<file path="src/rtl/dmc_pkg.sv">
package dmc_pkg;

    typedef enum logic [3:0] {
        ST_PRE,    // row strobe high, counting precharge
        ST_IDLE,   // precharged, no row open
        ST_ROW,    // row address on bus, strobe still high
        ST_ACT,    // row strobe low, RAS-to-CAS wait
        ST_COLSU,  // column address and write-enable set up
        ST_CAS,    // column strobe low
        ST_OPEN,   // row open, waiting for a hit
        ST_RFSU,   // refresh row address set up
        ST_RFSH    // refresh row strobe low
    } seq_state_e;

    typedef enum logic [1:0] {
        AS_ROW,
        AS_COL,
        AS_RFSH
    } addr_sel_e;

    typedef struct packed {
        logic ras_n;
        logic cas_n;
        logic we_n;
    } strobe_t;

    function automatic int unsigned max_of4(int unsigned a, int unsigned b,
                                            int unsigned c, int unsigned d);
        int unsigned m;
        m = a;
        if (b > m) m = b;
        if (c > m) m = c;
        if (d > m) m = d;
        return m;
    endfunction

    function automatic int unsigned bits_for(int unsigned v);
        return (v < 2) ? 1 : $clog2(v + 1);
    endfunction

endpackage

</file>
<file path="src/rtl/dmc_refresh.sv">
module dmc_refresh #(
    parameter int RFSH_W        = 8,
    parameter int RFSH_INTERVAL = 1953
) (
    input  logic              clk,
    input  logic              rst,
    input  logic              ack,
    input  logic              done,
    output logic              pend,
    output logic [RFSH_W-1:0] row
);
    localparam int TMR_W = dmc_pkg::bits_for(RFSH_INTERVAL);

    logic [TMR_W-1:0] tmr;
    logic             tick;

    assign tick = (tmr == TMR_W'(RFSH_INTERVAL - 1));

    always_ff @(posedge clk) begin
        if (rst) begin
            tmr  <= '0;
            pend <= 1'b0;
            row  <= '0;
        end else begin
            tmr <= tick ? '0 : tmr + 1'b1;
            // a fresh tick wins over an acknowledge in the same cycle
            if (tick)
                pend <= 1'b1;
            else if (ack)
                pend <= 1'b0;
            if (done)
                row <= row + 1'b1;
        end
    end
endmodule

</file>
<file path="src/rtl/dmc_addr_mux.sv">
module dmc_addr_mux
    import dmc_pkg::*;
#(
    parameter int MUX_W  = 9,
    parameter int RFSH_W = 8
) (
    input  addr_sel_e         sel,
    input  logic [MUX_W-1:0]  row,
    input  logic [MUX_W-1:0]  col,
    input  logic [RFSH_W-1:0] rfsh_row,
    output logic [MUX_W-1:0]  addr
);
    logic [MUX_W-1:0] rfsh_ext;

    generate
        if (RFSH_W < MUX_W) begin : g_pad
            assign rfsh_ext = {{(MUX_W - RFSH_W){1'b0}}, rfsh_row};
        end else begin : g_trunc
            assign rfsh_ext = rfsh_row[MUX_W-1:0];
        end
    endgenerate

    always_comb begin
        unique case (sel)
            AS_COL:  addr = col;
            AS_RFSH: addr = rfsh_ext;
            default: addr = row;
        endcase
    end
endmodule

</file>
<file path="src/rtl/dmc_seq.sv">
module dmc_seq
    import dmc_pkg::*;
#(
    parameter int MUX_W        = 9,
    parameter int T_RP         = 3,
    parameter int T_RCD        = 2,
    parameter int T_CAS        = 2,
    parameter int T_RAS_RFSH   = 4,
    parameter int IDLE_TIMEOUT = 64
) (
    input  logic               clk,
    input  logic               rst,
    input  logic               req_valid,
    output logic               req_ready,
    input  logic [2*MUX_W-1:0] req_addr,
    input  logic               req_we,
    input  logic               req_wdata,
    output logic               rd_valid,
    output logic               rd_data,
    input  logic               dram_q,
    input  logic               rfsh_pend,
    output logic               rfsh_ack,
    output logic               rfsh_done,
    output addr_sel_e          addr_sel,
    output logic [MUX_W-1:0]   row_o,
    output logic [MUX_W-1:0]   col_o,
    output strobe_t            strobe,
    output logic               wdata_o
);
    localparam int CNT_W  = bits_for(max_of4(T_RP, T_RCD, T_CAS, T_RAS_RFSH));
    localparam int IDLE_W = bits_for(IDLE_TIMEOUT);

    seq_state_e         state;
    logic [CNT_W-1:0]   cnt;
    logic [IDLE_W-1:0]  idle_cnt;
    logic [MUX_W-1:0]   row_q, col_q;
    logic               we_q, wd_q;

    logic [MUX_W-1:0]   req_row, req_col;
    logic               row_hit, host_ok, cnt_zero, idle_exp;

    assign req_row  = req_addr[2*MUX_W-1:MUX_W];
    assign req_col  = req_addr[MUX_W-1:0];
    assign row_hit  = (req_row == row_q);
    assign host_ok  = !rfsh_pend;
    assign cnt_zero = (cnt == '0);
    assign idle_exp = (idle_cnt == IDLE_W'(IDLE_TIMEOUT - 1));

    assign req_ready = host_ok && ((state == ST_IDLE) || (state == ST_OPEN && row_hit));
    assign rfsh_ack  = (state == ST_IDLE) && rfsh_pend;
    assign rfsh_done = (state == ST_RFSH) && cnt_zero;

    always_ff @(posedge clk) begin
        if (rst) begin
            state    <= ST_PRE;
            cnt      <= CNT_W'(T_RP - 1);
            idle_cnt <= '0;
            row_q    <= '0;
            col_q    <= '0;
            we_q     <= 1'b0;
            wd_q     <= 1'b0;
            rd_valid <= 1'b0;
            rd_data  <= 1'b0;
        end else begin
            rd_valid <= 1'b0;
            unique case (state)
                ST_PRE: begin
                    if (cnt_zero) state <= ST_IDLE;
                    else          cnt   <= cnt - 1'b1;
                end
                ST_IDLE: begin
                    if (rfsh_pend) begin
                        state <= ST_RFSU;
                    end else if (req_valid) begin
                        row_q <= req_row;
                        col_q <= req_col;
                        we_q  <= req_we;
                        wd_q  <= req_wdata;
                        state <= ST_ROW;
                    end
                end
                ST_ROW: begin
                    state <= ST_ACT;
                    cnt   <= CNT_W'(T_RCD - 1);
                end
                ST_ACT: begin
                    if (cnt_zero) state <= ST_COLSU;
                    else          cnt   <= cnt - 1'b1;
                end
                ST_COLSU: begin
                    state <= ST_CAS;
                    cnt   <= CNT_W'(T_CAS - 1);
                end
                ST_CAS: begin
                    if (cnt_zero) begin
                        state    <= ST_OPEN;
                        idle_cnt <= '0;
                        if (!we_q) begin
                            rd_valid <= 1'b1;
                            rd_data  <= dram_q;
                        end
                    end else begin
                        cnt <= cnt - 1'b1;
                    end
                end
                ST_OPEN: begin
                    if (rfsh_pend) begin
                        state <= ST_PRE;
                        cnt   <= CNT_W'(T_RP - 1);
                    end else if (req_valid && row_hit) begin
                        col_q <= req_col;
                        we_q  <= req_we;
                        wd_q  <= req_wdata;
                        state <= ST_COLSU;
                    end else if (req_valid || idle_exp) begin
                        state <= ST_PRE;
                        cnt   <= CNT_W'(T_RP - 1);
                    end else begin
                        idle_cnt <= idle_cnt + 1'b1;
                    end
                end
                ST_RFSU: begin
                    state <= ST_RFSH;
                    cnt   <= CNT_W'(T_RAS_RFSH - 1);
                end
                ST_RFSH: begin
                    if (cnt_zero) begin
                        state <= ST_PRE;
                        cnt   <= CNT_W'(T_RP - 1);
                    end else begin
                        cnt <= cnt - 1'b1;
                    end
                end
                default: state <= ST_PRE;
            endcase
        end
    end

    always_comb begin
        strobe   = '{ras_n: 1'b1, cas_n: 1'b1, we_n: 1'b1};
        addr_sel = AS_ROW;
        unique case (state)
            ST_ACT:   strobe.ras_n = 1'b0;
            ST_COLSU: begin
                strobe.ras_n = 1'b0;
                strobe.we_n  = !we_q;
                addr_sel     = AS_COL;
            end
            ST_CAS: begin
                strobe.ras_n = 1'b0;
                strobe.cas_n = 1'b0;
                strobe.we_n  = !we_q;
                addr_sel     = AS_COL;
            end
            ST_OPEN:  begin
                strobe.ras_n = 1'b0;
                addr_sel     = AS_COL;
            end
            ST_RFSU:  addr_sel = AS_RFSH;
            ST_RFSH:  begin
                strobe.ras_n = 1'b0;
                addr_sel     = AS_RFSH;
            end
            default: ;
        endcase
    end

    assign row_o   = row_q;
    assign col_o   = col_q;
    assign wdata_o = wd_q;
endmodule

</file>
<file path="src/rtl/dram_mux_ctrl.sv">
module dram_mux_ctrl
    import dmc_pkg::*;
#(
    parameter int MUX_W         = 9,
    parameter int RFSH_W        = 8,
    parameter int T_RP          = 3,
    parameter int T_RCD         = 2,
    parameter int T_CAS         = 2,
    parameter int T_RAS_RFSH    = 4,
    parameter int RFSH_INTERVAL = 1953,
    parameter int IDLE_TIMEOUT  = 64
) (
    input  logic               clk,
    input  logic               rst,
    input  logic               req_valid,
    output logic               req_ready,
    input  logic [2*MUX_W-1:0] req_addr,
    input  logic               req_we,
    input  logic               req_wdata,
    output logic               rd_valid,
    output logic               rd_data,
    output logic [MUX_W-1:0]   dram_addr,
    output logic               dram_ras_n,
    output logic               dram_cas_n,
    output logic               dram_we_n,
    output logic               dram_d,
    input  logic               dram_q
);
    logic              rfsh_pend, rfsh_ack, rfsh_done;
    logic [RFSH_W-1:0] rfsh_row;
    addr_sel_e         addr_sel;
    logic [MUX_W-1:0]  row_a, col_a;
    strobe_t           strobe;

    dmc_refresh #(
        .RFSH_W        (RFSH_W),
        .RFSH_INTERVAL (RFSH_INTERVAL)
    ) u_refresh (
        .clk  (clk),
        .rst  (rst),
        .ack  (rfsh_ack),
        .done (rfsh_done),
        .pend (rfsh_pend),
        .row  (rfsh_row)
    );

    dmc_seq #(
        .MUX_W        (MUX_W),
        .T_RP         (T_RP),
        .T_RCD        (T_RCD),
        .T_CAS        (T_CAS),
        .T_RAS_RFSH   (T_RAS_RFSH),
        .IDLE_TIMEOUT (IDLE_TIMEOUT)
    ) u_seq (
        .clk       (clk),
        .rst       (rst),
        .req_valid (req_valid),
        .req_ready (req_ready),
        .req_addr  (req_addr),
        .req_we    (req_we),
        .req_wdata (req_wdata),
        .rd_valid  (rd_valid),
        .rd_data   (rd_data),
        .dram_q    (dram_q),
        .rfsh_pend (rfsh_pend),
        .rfsh_ack  (rfsh_ack),
        .rfsh_done (rfsh_done),
        .addr_sel  (addr_sel),
        .row_o     (row_a),
        .col_o     (col_a),
        .strobe    (strobe),
        .wdata_o   (dram_d)
    );

    dmc_addr_mux #(
        .MUX_W  (MUX_W),
        .RFSH_W (RFSH_W)
    ) u_amux (
        .sel      (addr_sel),
        .row      (row_a),
        .col      (col_a),
        .rfsh_row (rfsh_row),
        .addr     (dram_addr)
    );

    assign dram_ras_n = strobe.ras_n;
    assign dram_cas_n = strobe.cas_n;
    assign dram_we_n  = strobe.we_n;
endmodule

</file>
<file path="config.mk">
export PLATFORM = sky130hd
export DESIGN_NAME = dram_mux_ctrl
export DESIGN_NICKNAME = d
export VERILOG_FILES = /design/src/rtl/dmc_pkg.sv /design/src/rtl/dmc_refresh.sv /design/src/rtl/dmc_addr_mux.sv /design/src/rtl/dmc_seq.sv /design/src/rtl/dram_mux_ctrl.sv
export SDC_FILE = /design/constraint.sdc
export NUM_CORES = 1
export LEC_CHECK = 0
export CELL_PAD_IN_SITES_DETAIL_PLACEMENT = 0
export CELL_PAD_IN_SITES_GLOBAL_PLACEMENT = 1
export CORE_MARGIN = 8
export CORE_UTILIZATION = 50
export CTS_BUF_LIST = sky130_fd_sc_hd__clkbuf_8
export CTS_CLUSTER_SIZE = 14
export DETAILED_ROUTE_END_ITERATION = 12
export DONT_BUFFER_PORTS = 1
export PLACE_DENSITY = 0.85
export SLEW_MARGIN = 20
export SYNTH_ARGS = -nofsm -noshare
export SYNTH_HDL_FRONTEND = slang
export SYNTH_HIERARCHICAL = 1
export SYNTH_SLANG_ARGS = --single-unit
</file>
<file path="constraint.sdc">
create_clock -name clk -period 5.25 [get_ports clk]
set_input_delay 0.525 -clock clk [delete_from_list [all_inputs] [get_ports clk]]
set_output_delay 0.525 -clock clk [all_outputs]
set_load 0.03 [all_outputs]
</file>
# ---- Yosys cells after proc, flatten, opt, wreduce, memory -nomap -nowiden
# Cells that the tools add are included.
dict set report op_classes {
  reduce_logical 29
  addsub 4
  n_eq_ne 28
  n_mux 44
  bitwise_logic 4
}
# operator count
set op_table {}
lappend op_table {{$mux 4} 9}
lappend op_table {{$mux 9} 4}
lappend op_table {{$pmux 4 s9} 1}
lappend op_table {{$pmux 9 s2} 2}
lappend op_table {{$mux 7} 4}
lappend op_table {{$eq 4x3->1 const B} 4}
lappend op_table {{$mux 3} 5}
lappend op_table {{$pmux 3 s5} 1}
lappend op_table {{$mux 1} 14}
lappend op_table {{$ne 2x2->1 const B} 7}
lappend op_table {{$pmux 7 s2} 1}
lappend op_table {{$add 11x1->11 const B} 1}
lappend op_table {{$eq 11x11->1 const B} 1}
lappend op_table {{$reduce_and 5->1} 2}
lappend op_table {{$eq 9x9->1} 1}
lappend op_table {{$ne 3x3->1 const B} 3}
lappend op_table {{$reduce_or 3->1} 3}
lappend op_table {{$add 8x1->8 const B} 1}
lappend op_table {{$eq 4x2->1 const B} 2}
lappend op_table {{$ne 2x1->1 const B} 4}
lappend op_table {{$reduce_or 2->1} 4}
lappend op_table {{$add 7x1->7 const B} 1}
lappend op_table {{$eq 7x6->1 const B} 1}
lappend op_table {{$reduce_and 3->1} 2}
lappend op_table {{other kinds (19)} 31}
dict set report word_totals {
  reg_bits 56
}

# ---- Logic depth before layout (Yosys ltp)
dict set report depth {
  word_depth 6
  depth_mapped 10
}

# ---- By module
# Netlist, hierarchy kept.
# mod cells_per_inst n_inst area_per_inst_um2
set modules_own_cells {}
lappend modules_own_cells {dmc_seq 247 1 1959.4}
lappend modules_own_cells {dmc_refresh 104 1 914.6}
lappend modules_own_cells {dmc_addr_mux 35 1 236.5}

# ---- Least setup slack after synthesis
# No wires, ideal clock.
dict set report synth_path {
  path_kind {register to output}
  start {reg u_seq.state[0]}
  end {out dram_addr[0]}
  slack_ps 2763
  path_stages_with_launch 7
  path_buffers 2
  t_arrival_ps 1962
  t_required_ps 4725
  cell_sequence {dfxtp_1 -> clkbuf_1 -> or3_1 -> o21ai_0 -> ha_1 -> buf_6 -> o21ai_1}
}
dict set report synth_between {
  elab_chain_len 5
  word_cells_on_any_way 11
}
# element line
set synth_lines {}
lappend synth_lines {{from (decl)} dmc_seq.sv:33} ;# seq_state_e state;
lappend synth_lines {{from (signal assigned)} dmc_seq.sv:55} ;# state <= ST_PRE;
lappend synth_lines {{from (signal assigned)} dmc_seq.sv:68} ;# if (cnt_zero) state <= ST_IDLE;
lappend synth_lines {{from (signal assigned)} dmc_seq.sv:73} ;# state <= ST_RFSU;
lappend synth_lines {{$eq 4x3->1 / $eq 4x4->1 (equally long branches)} dmc_seq.sv:142} ;# unique case (state)
lappend synth_lines {{$reduce_or 3->1 (no line) / $reduce_or 2->1 (equally long branches)} n/a}
lappend synth_lines {{$pmux 2 s2 *} dmc_seq.sv:142}
lappend synth_lines {{via addr_sel[1]} dram_mux_ctrl.sv:31} ;# addr_sel_e addr_sel;
lappend synth_lines {{$eq 2x2->1 / $eq 2x1->1 (equally long branches)} dmc_addr_mux.sv:24} ;# unique case (sel)
lappend synth_lines {{$pmux 9 s2 *} dmc_addr_mux.sv:24}
lappend synth_lines {{to (decl)} dram_mux_ctrl.sv:22} ;# output logic [MUX_W-1:0] dram_addr,
# The timed path passes the listed nets; every way through them passes the cells marked *.

# ---- Worst setup path after layout
# Same ends and word-level chain as after synthesis.

==> reports/results.ini <==
[cts]
clk_pin_slew_ns=0.10
cts_setup_buffers=0
cts_tree=done
clk_latency_ns=0.30
cts_sinks=56
clock_path_buffers=2
cts_buffers=5
cts_resized=0
cts_root_buf=clkbuf_8
cts-htree-levels=2
cts_hold_buffers=0

[floorplanning]
die-area_mm2=0.009001
rows=28
die_w_um=94.88
initial_utilization_pct=52.23
io_pins=40
core-area_mm2=0.005956
die_y_um=94.88

[sta]
hold_viol_final=0
finClkSkew_ns=0.003919
fin_ws_ns=1.873
maxSlewViolCount=0
whs_ns=0.2753
slew_headroom_pct=45.60
setup_viol=0
fin_setup_tns_ns=0
grt_setup_unrepaired=no
min_period_ns=3.377
tightest_slew_ns=0.8138
min_period_over_period_pct=64.32
fmax_mhz=296.1

[detailed_routing]
wl_met2_mm=3.303
dr.pass1.iters=4
routed.top_layer=met4
routed_wirelength_mm=7.044
vias=2606
drtIter0Drc=111
dr_wl_met3_um=367
ant_nets=0
wl_per_cell_um=15.83
post-route-drc-count=0
via_per_inst=5.856
met1Wirelength_mm=3.311

[logic_synthesis]
yosysWarnings=6
synth_edf_count=0
syn_area_per_cell_um2=8.058
synth_cells=386
synthAdderAreaFrac_pct=3.540
syn_area_mm2=0.003110
async_flop_share_pct=0
synth-compound-area-share_pct=21.44
synth_xor_area_share_pct=6.476
ys_seq_area_share_pct=36.04
synth_mux_area_share_pct=1.327
synth_top_family_by_area=simple AND/OR/NAND/NOR gates
synth_cell_type_count=58
syn-num-nets=418
ys_seq_elements=56
synth_top_flop_cell=dfxtp_1
synth_simple_gate_area_share_pct=24.70

[critical_path]
crit_end=dram_addr[0]
r2r_cells=5
required_ns=4.72
arrival_ns=2.85
criticalPathCategory=register to primary output
start_kind=register
crit_start=u_seq/state[0]$_SDFFE_PP0P_
crit_fanout=18
r2r_end=u_seq/state[2]$_SDFFE_PP0P_
cp-end-kind=primary output
reg2reg_from=u_seq/state[2]$_SDFFE_PP0P_
r2r_slack_ns=2.54

[final_layout]
register_area_mm2=0.001121
multi_input_area_mm2=0.001788
fin_nets=401
layout-drive-gt1-share_pct=5.676
syn_to_final_growth_pct=2.293
nFillCells=578
antenna_cells=0

[grt]
track_usage_pct=15.93
grt_max_degree=43
grt_overflow=0
grt_pass1_wl_mm=11.61
grt_pass1_vias=2403
antenna_found_initial=0

[place]
port_buffers=0
post-place-ws_ns=2.249
hpwl_mm=5.031
place_congestion=0.8173

[status]
status=finished, final reports clean

[pwr]
ir_drop_mv=0.2033
power_density_mw_per_mm2=347.3
p_leak_uw=0.001042

[run]
max_cap_viol_count=0

[min_path]
hold_class=primary input to register

## state kept, by name, indices dropped and copies added, names as in the netlist
signal / cells
u_seq/cnt: 3
u_seq/state: 4
u_seq/we_q: 1
u_seq/row_o: 9
u_seq/col_o: 9
u_seq/rd_data: 1
u_refresh/tmr: 11
u_seq/rd_valid: 1
u_refresh/pend: 1
u_seq/wdata_o: 1
u_seq/idle_cnt: 7
u_refresh/row: 8
## cell type report
class                   instances  share of cell area [%]
flip-flops and latches         56                   35.23
well taps                      75                   2.949
inverters                      14                   1.652
clock buffers                   7                   3.028
multi-input cells             292                   56.19
clock inverters                 1                  0.9438
## per-stage QoR
stage	std cells	area, µm²	utilization, %	total power (µW)
after floorplan	386	3110	-	763.5
after global placement	437	3055	51.30	803.2
after detailed placement	437	3055	51.30	805.9
after CTS	445	3182	53.42	1112
after global routing	445	3182	53.42	1172
final	445	3182	53.42	1105
## placed cells by master, fill, tap and decap left out, types with 2 or more instances in the layout
master and instances:
a21oi_1 40, or3_1 8, a31oi_1 3, xnor2_1 11, o22ai_1 3, nand2_1 44
or4_1 5, clkbuf_8 7, a22oi_1 8, mux2i_1 3, nand3_1 26, o21ai_2 2
inv_1 14, o21ai_0 18, nor3_1 3, ha_1 8, xor2_1 12, nor2b_1 8
nand4_1 6, and3_1 3, a2111oi_2 2, nor2_1 27, o21ai_1 17, nand3_2 2
dfxtp_1 56, nand2b_1 4, o221ai_1 3, and4_4 2
## worst max-delay path: stages, from the launching register on
cell and delay (ns):
dfxtp_1 0.60, nor2b_1 0.51, nand3_1 0.16, o21ai_0 0.18, ha_1 0.49, o21ai_1 0.61
## worst min-delay path by stage
stage / start / endpoint / slack (ns) / depth (start not counted)
after floorplan: u_seq/col_o[0]$_SDFFE_PP0P_ / u_seq/col_o[0]$_SDFFE_PP0P_ / 0.44 / 2
after global placement: u_seq/col_o[8]$_SDFFE_PP0P_ / u_seq/col_o[8]$_SDFFE_PP0P_ / 0.45 / 2
after detailed placement: u_seq/col_o[7]$_SDFFE_PP0P_ / u_seq/col_o[7]$_SDFFE_PP0P_ / 0.45 / 2
after CTS: rst / u_refresh/tmr[9]$_SDFF_PP0_ / 0.27 / 1
after global routing: rst / u_refresh/tmr[8]$_SDFF_PP0_ / 0.26 / 1
final: rst / u_refresh/tmr[9]$_SDFF_PP0_ / 0.28 / 1
## logic make-up (layout without fill, tap and decap cells)
logic type               after synthesis  after routing
XOR/XNOR                              23             23
adder cells (fa/ha/maj)                9              9
AO/OA/AOI/OAI                        109            109
flip-flops                            56             56
multiplexers                           4              4
AND/OR/NAND/NOR                      147            147
buffers and inverters                 38             22
## routing by layer
metal | track usage [%] | vias up
li1 | - | 1343
met1 | 20.04 | 1209
met2 | 26.54 | 48
met3 | 4.286 | 6
met4 | 3.511 | 0
met5 | 0 | -
## power breakdown
| part | leakage, µW | switching (µW) | total [µW] | internal, µW |
|---|---|---|---|---|
| Clock | 0.0000645 | 136 | 304 | 168 |
| Sequential | 0.000454 | 51.7 | 514 | 462 |
| Combinational | 0.000523 | 180 | 287 | 107 |
| Total | 0.00104 | 368 | 1110 | 738 |
## cells in the mapped netlist, types with 2 or more instances
cell type,n,area (µm²)
dfxtp_1,56,1121
nand2_1,44,165.2
a21oi_1,40,200.2
nor2_1,27,101.4
nand3_1,26,130.1
o21ai_0,18,90.09
o21ai_1,17,85.08
inv_1,14,52.55
clkbuf_1,12,45.04
xor2_1,12,105.1
xnor2_1,11,96.34
a22oi_1,8,60.06
ha_1,8,100.1
nor2b_1,8,50.05
or3_1,8,50.05
nand4_1,6,37.54
or4_1,5,37.54
buf_6,4,45.04
nand2b_1,4,25.02
a31oi_1,3,18.77
and3_1,3,18.77
buf_2,3,15.01
mux2i_1,3,30.03
nor3_1,3,15.01
o221ai_1,3,26.28
o22ai_1,3,18.77
a2111oi_2,2,30.03
and4_4,2,22.52
buf_4,2,15.01
nand3_2,2,20.02
o21ai_2,2,17.52
Power figures use the tool's default switching activity.
